[config.mk]
export PLATFORM = sky130hd
export DESIGN_NAME = spw_panel_writer
export DESIGN_NICKNAME = d
export VERILOG_FILES = /design/src/rtl/spw_pkg.sv /design/src/rtl/spw_phase_timer.sv /design/src/rtl/spw_frame_shifter.sv /design/src/rtl/spw_panel_writer.sv
export SDC_FILE = /design/constraint.sdc
export NUM_CORES = 1
export LEC_CHECK = 0
export BUFFER_PORTS_ARGS = -buffer_cell sky130_fd_sc_hd__buf_4
export CAP_MARGIN = 40
export CORE_MARGIN = 10
export CORE_UTILIZATION = 47
export DETAILED_ROUTE_END_ITERATION = 16
export GPL_TIMING_DRIVEN = 0
export HOLD_SLACK_MARGIN = 0.05
export PLACE_DENSITY_LB_ADDON = 0.08
export SYNTH_ARGS = -nofsm -noshare
export SYNTH_HDL_FRONTEND = slang
export SYNTH_SLANG_ARGS = --single-unit
export TNS_END_PERCENT = 50
[constraint.sdc]
create_clock -name clk -period 4.3 [get_ports clk]
set_clock_uncertainty 0.2 [all_clocks]
set_input_delay 1.29 -clock clk [delete_from_list [all_inputs] [get_ports clk]]
set_output_delay 1.29 -clock clk [all_outputs]
set_load 0.02 [all_outputs]
[src/rtl/spw_pkg.sv]
package spw_pkg;

    localparam int FRAME_BITS = 24;

    typedef enum logic [2:0] {
        ST_IDLE,
        ST_SETUP,
        ST_LOW,
        ST_HIGH,
        ST_HOLD,
        ST_GAP,
        ST_FINISH
    } spw_state_e;

endpackage

[src/rtl/spw_phase_timer.sv]
module spw_phase_timer #(
    parameter int CNT_W = 4
) (
    input  logic             clk,
    input  logic             rst_n,
    input  logic             restart,
    input  logic [CNT_W-1:0] limit,
    output logic             expire
);

    logic [CNT_W-1:0] cnt_q;

    assign expire = (cnt_q == limit - CNT_W'(1));

    always_ff @(posedge clk or negedge rst_n) begin
        if (!rst_n) begin
            cnt_q <= '0;
        end else if (restart) begin
            cnt_q <= '0;
        end else begin
            cnt_q <= cnt_q + CNT_W'(1);
        end
    end

    // a phase never runs past its programmed length
    assert_phase_bound_R7: assert property (@(posedge clk) disable iff (!rst_n)
        cnt_q < limit);

endmodule

[src/rtl/spw_frame_shifter.sv]
module spw_frame_shifter #(
    parameter int W = 24
) (
    input  logic         clk,
    input  logic         rst_n,
    input  logic         load,
    input  logic [W-1:0] load_word,
    input  logic         shift,
    output logic         msb,
    output logic         last
);

    localparam int IDX_W = $clog2(W);

    logic [W-1:0]     sh_q;
    logic [IDX_W-1:0] idx_q;

    assign msb  = sh_q[W-1];
    assign last = (idx_q == '0);

    always_ff @(posedge clk or negedge rst_n) begin
        if (!rst_n) begin
            sh_q  <= '0;
            idx_q <= '0;
        end else if (load) begin
            sh_q  <= load_word;
            idx_q <= IDX_W'(W - 1);
        end else if (shift) begin
            sh_q  <= {sh_q[W-2:0], 1'b0};
            idx_q <= idx_q - IDX_W'(1);
        end
    end

    // never shift past the last bit of a frame
    assert_no_overshift_R5: assert property (@(posedge clk) disable iff (!rst_n)
        shift |-> !last);

endmodule

[src/rtl/spw_panel_writer.sv]
module spw_panel_writer
    import spw_pkg::*;
#(
    parameter int          HALF_DIV   = 3,
    parameter int          GAP_HALVES = 2,
    parameter logic [7:0]  IDX_LEAD   = 8'h74,
    parameter logic [7:0]  DAT_LEAD   = 8'h76
) (
    input  logic        clk,
    input  logic        rst_n,
    input  logic        req_valid,
    input  logic [7:0]  req_reg,
    input  logic [15:0] req_value,
    output logic        sclk,
    output logic        mosi,
    output logic        cs_n,
    output logic        busy,
    output logic        done
);

    localparam int GAP_CYC = GAP_HALVES * HALF_DIV;
    localparam int CNT_W   = $clog2(GAP_CYC + 1);

    spw_state_e state_q, state_nx;
    logic        second_q;
    logic [7:0]  reg_q;
    logic [15:0] val_q;

    logic             expire;
    logic             restart;
    logic [CNT_W-1:0] limit;
    logic             sh_load, sh_shift, sh_msb, sh_last;
    logic [FRAME_BITS-1:0] sh_word;
    logic             accept;

    assign accept  = (state_q == ST_IDLE) && req_valid;
    assign restart = expire || (state_q == ST_IDLE) || (state_q == ST_FINISH);
    assign limit   = (state_q == ST_GAP) ? CNT_W'(GAP_CYC) : CNT_W'(HALF_DIV);

    spw_phase_timer #(.CNT_W(CNT_W)) timer_i (
        .clk     (clk),
        .rst_n   (rst_n),
        .restart (restart),
        .limit   (limit),
        .expire  (expire)
    );

    assign sh_load  = accept || ((state_q == ST_GAP) && expire);
    assign sh_word  = accept ? {IDX_LEAD, 8'h00, req_reg} : {DAT_LEAD, val_q};
    assign sh_shift = (state_q == ST_HIGH) && expire && !sh_last;

    spw_frame_shifter #(.W(FRAME_BITS)) shifter_i (
        .clk       (clk),
        .rst_n     (rst_n),
        .load      (sh_load),
        .load_word (sh_word),
        .shift     (sh_shift),
        .msb       (sh_msb),
        .last      (sh_last)
    );

    // next-state logic
    always_comb begin
        state_nx = state_q;
        unique case (state_q)
            ST_IDLE:   if (req_valid) state_nx = ST_SETUP;
            ST_SETUP:  if (expire)    state_nx = ST_LOW;
            ST_LOW:    if (expire)    state_nx = ST_HIGH;
            ST_HIGH:   if (expire)    state_nx = sh_last ? ST_HOLD : ST_LOW;
            ST_HOLD:   if (expire)    state_nx = second_q ? ST_FINISH : ST_GAP;
            ST_GAP:    if (expire)    state_nx = ST_SETUP;
            ST_FINISH:                state_nx = ST_IDLE;
            default:                  state_nx = ST_IDLE;
        endcase
    end

    // state register and request capture
    always_ff @(posedge clk or negedge rst_n) begin
        if (!rst_n) begin
            state_q  <= ST_IDLE;
            second_q <= 1'b0;
            reg_q    <= '0;
            val_q    <= '0;
        end else begin
            state_q <= state_nx;
            if (accept) begin
                reg_q    <= req_reg;
                val_q    <= req_value;
                second_q <= 1'b0;
            end else if ((state_q == ST_GAP) && expire) begin
                second_q <= 1'b1;
            end
        end
    end

    // registered Moore outputs, decoded from the next state
    always_ff @(posedge clk or negedge rst_n) begin
        if (!rst_n) begin
            cs_n <= 1'b1;
            sclk <= 1'b1;
            busy <= 1'b0;
            done <= 1'b0;
        end else begin
            cs_n <= !(state_nx inside {ST_SETUP, ST_LOW, ST_HIGH, ST_HOLD});
            sclk <= (state_nx != ST_LOW);
            busy <= (state_nx != ST_IDLE);
            done <= (state_nx == ST_FINISH);
        end
    end

    assign mosi = cs_n ? 1'b1 : sh_msb;

    // checker state: length of the current chip-select high gap within a write
    logic [15:0] gap_cnt_q;
    always_ff @(posedge clk or negedge rst_n) begin
        if (!rst_n)            gap_cnt_q <= '0;
        else if (cs_n && busy) gap_cnt_q <= gap_cnt_q + 16'd1;
        else                   gap_cnt_q <= '0;
    end

    assert_idle_clock_high_R2: assert property (@(posedge clk) disable iff (!rst_n)
        cs_n |-> sclk);

    assert_mosi_steady_R10: assert property (@(posedge clk) disable iff (!rst_n)
        (!cs_n && sclk && $past(!cs_n && sclk)) |-> $stable(mosi));

    assert_done_single_R8: assert property (@(posedge clk) disable iff (!rst_n)
        done |=> !done);

    assert_done_framing_R8: assert property (@(posedge clk) disable iff (!rst_n)
        done |-> (busy && cs_n));

    assert_busy_hold_R8: assert property (@(posedge clk) disable iff (!rst_n)
        (busy && !done) |=> busy);

    assert_gap_length_R6: assert property (@(posedge clk) disable iff (!rst_n)
        ($fell(cs_n) && $past(busy)) |-> (gap_cnt_q >= 16'(2 * HALF_DIV)));

    assert_ignore_busy_R9: assert property (@(posedge clk) disable iff (!rst_n)
        (busy && req_valid) |=> ($stable(reg_q) && $stable(val_q)));

endmodule

==> results.ini <==
[synthesis]
yosys-top-cells-area = dfrtp_1 52%, nand2_1 14%, a31oi_1 2.9%, a32o_1 2.7%, nor2_1 2.2%
syn_nets = 309
yosys_warnings = 0
yosys.area.top_type = dfrtp_1
syn_inst = 279
syn_area_sq_mm = 0.002579
netlist.area_leader.share_pct = 52.40
synth-seq-cells = 56
ys_seq_area_share_pct = 54.44
synth_area_per_cell_sq_um = 9.243
synth.distinct_cells = 41

[routing]
drtAntennaViolNets = 0
first_iter_violations = 122
vias_per_cell = 5.219
routed_wirelength_um = 5601
vias = 2025
drc_errors = 0
wl_per_cell_um = 14.44
dr.pass1.iters = 4

[critical_path]
slowest_stage = or3b_1
r2r_start = shifter_i.idx_q[0]
crit_fanout = 10
r2r_cells = 7
critPathLaunch = req_valid
worst-path-stages = 7
slowest_delay_ns = 0.39
cp.required_ns = 4.30
r2r_slack_ns = 1.85
arrival_ns = 2.73
cp.buffers_inverters = 3
critPathTopFamily = simple AND/OR/NAND/NOR gates
cp-start-kind = input port
crit_chain = buf_4, or3b_1, or2_1, clkbuf_1, clkbuf_1, nand2_1, nand2_1
r2r-end = shifter_i.sh_q[13]
worstSetupEndpointType = register
critPathKind = in -> reg

[clocking]
cts_tree = done
postCtsSetupRepairBufs = 0
cts_buffers = 5
postCtsHoldBufs = 0
cts_num_sinks = 56
cts_buffer_depth = 2
clock_latency_ns = 0.30
post_cts_resized = 0
htreeDepth = 2
clkTransAtPathRegs_ns = 0.09
root_buffer = clkbuf_8

[timing]
fin_crit_sh_pct = 63.61
finalSetupViolCount = 0
tns_ns = 0
layout_min_cycle_time_ns = 2.735
final_hold_viol_count = 0
whs_ns = 0.2767
relSlewSlack_pct = 53.68
worst_pin_slew_ns = 0.6948
slew_viol_final = 0
fmax_mhz = 365.6
rsz0062_at_grt = no

[layout]
multi_input_area_sq_mm = 0.001082
nets = 347
fillers = 505
final_layout_size_suffix_gt1_share_pct = 15.09
diodes = 0
ff_latch_area_sq_mm = 0.001404
area_growth_pct = 16.59

[grt]
grt_pass1_wl_um = 9880
antenna_found_initial = 0
grt_pass1_vias = 2067
grt_overflow_total = 0
grt_max_degree = 57
grt_usage_pct = 13.89

[job]
max-cap-violations = 0

[pwr]
p_leak_nw = 1.399
power_density_mw_per_mm2 = 305.8
peakVddDrop_v = 0.0002279

[floorplanning]
initial_core_util_pct = 49.54
die-width_um = 94.07
die_area_sq_mm = 0.008849
core.rowCount = 26
fp.dieH_um = 94.07
core_region_area_sq_mm = 0.005205
top_level_ports = 32

[hold_path]
whs_endpoint = val_q[12]
hp-start = val_q[12]
holdCritPathClass = reg -> reg
min_path_cells = 2

[placed_design]
hpwl_um = 3899
gp_congestion = 0.8224
portBuffers = 31

[outcome]
outcome = finished clean

[power by group]
part           internal, mW  switching, mW  total, mW
Combinational        0.0210         0.0193     0.0403
Sequential            0.539        0.00675      0.546
Clock                 0.173          0.160      0.333
Total                 0.733          0.186      0.919
[logic make-up after synthesis]
logic type,Yosys count,synth area share (%)
and+or+nand+nor,141,25.18
DFF,56,54.44
AOI/OAI and AO/OA,51,13.20
buffers and inverters,22,3.591
xor gates and xnor gates,5,1.699
adders and majority gates,3,1.456
muxes,1,0.4367
[worst min-delay path: stages, from the launching register on]
cell and delay [ns]:
dfrtp_1 0.35, nand2_1 0.05, nand2_1 0.05
[synth_stat cells]
master    instances
nand3_1           7
xor2_1            2
nor2_1           15
o21ai_1           7
ha_1              3
and3b_1           1
a32o_1            7
nand4_1           1
a22o_1            3
or2_1             1
nand4b_1          2
nor4_1            1
or2_2             1
and2_1            1
nand3b_1          2
nor4b_2           1
a221oi_1          1
o21ai_0          10
buf_1             1
nand2_1          94
buf_2             2
or3b_4            1
xnor2_1           3
nand2b_1          3
clkbuf_1         11
and2b_1           1
a21oi_1           5
dfstp_2           2
o22a_1            4
or3b_1            1
buf_6             1
nor3b_2           1
nor4b_4           1
a211oi_1          1
a22oi_1           1
inv_1             7
nor2b_1           4
mux2_1            1
nor3_1            2
a31oi_1          12
dfrtp_1          54
[how the worst max path moves through the flow]
| stage | to | slack, ns |
|---|---|---|
| 2_1_floorplan | val_q[10] | 1.61 |
| 3_3_place_gp | val_q[9] | 1.25 |
| 3_5_place_dp | val_q[10] | 1.22 |
| 4_1_cts | val_q[10] | 1.56 |
| 5_1_grt | val_q[13] | 1.41 |
| 6_report | val_q[10] | 1.56 |
[cells in the final DEF (no fill, tap or decap), drive strengths merged, types with 4 or more instances in the layout]
cell type / n
a31oi: 12
o22a: 4
nand2: 94
a21oi: 5
clkbuf: 17
nor2: 15
buf: 35
a32o: 7
dfrtp: 54
nor2b: 4
nand3: 7
o21ai: 17
inv: 7
[final cells by class]
| type | instances | area share (%) |
|---|---|---|
| clock inverters | 2 | 1.165 |
| multi-input cells | 201 | 36.00 |
| well taps | 70 | 2.913 |
| flip-flops and latches | 56 | 46.69 |
| clock buffers | 6 | 2.414 |
| repair buffers | 31 | 7.740 |
| inverters | 7 | 0.8739 |
| plain buffers | 15 | 2.206 |
[routing by layer]
metal  vias up  global-route usage (%)  part of all wire [%]
li1       1016                       -                     -
met1       956                   18.19                    48
met2        47                   21.20                    45
met3         6                   3.917                   5.4
met4         0                   5.316                   1.3
met5         -                       0                     0
[state kept, by name (all words and copies together) (netlist names)]
| register | cells |
|---|---|
| shifter_i.sh_q | 24 |
| shifter_i.idx_q | 5 |
| state_q | 3 |
| timer_i.cnt_q | 3 |
| second_q | 1 |
| cs_n | 1 |
| done | 1 |
| busy | 1 |
| val_q | 16 |
| sclk | 1 |
[through the flow]
stage               util, %  setup slack (ns)  cell area, sq um  std cells  total power, mW
finish                57.76             1.565              3007        388           0.9194
global placement      55.70             1.247              2899        380           0.5958
floorplan                 -             1.606              2579        279           0.5654
CTS                   57.76             1.556              3007        388           0.9348
detailed placement    55.70             1.224              2899        380           0.5975
global route          57.76             1.407              3007        388           0.9607
No activity file was read; power rests on OpenSTA's default activity.
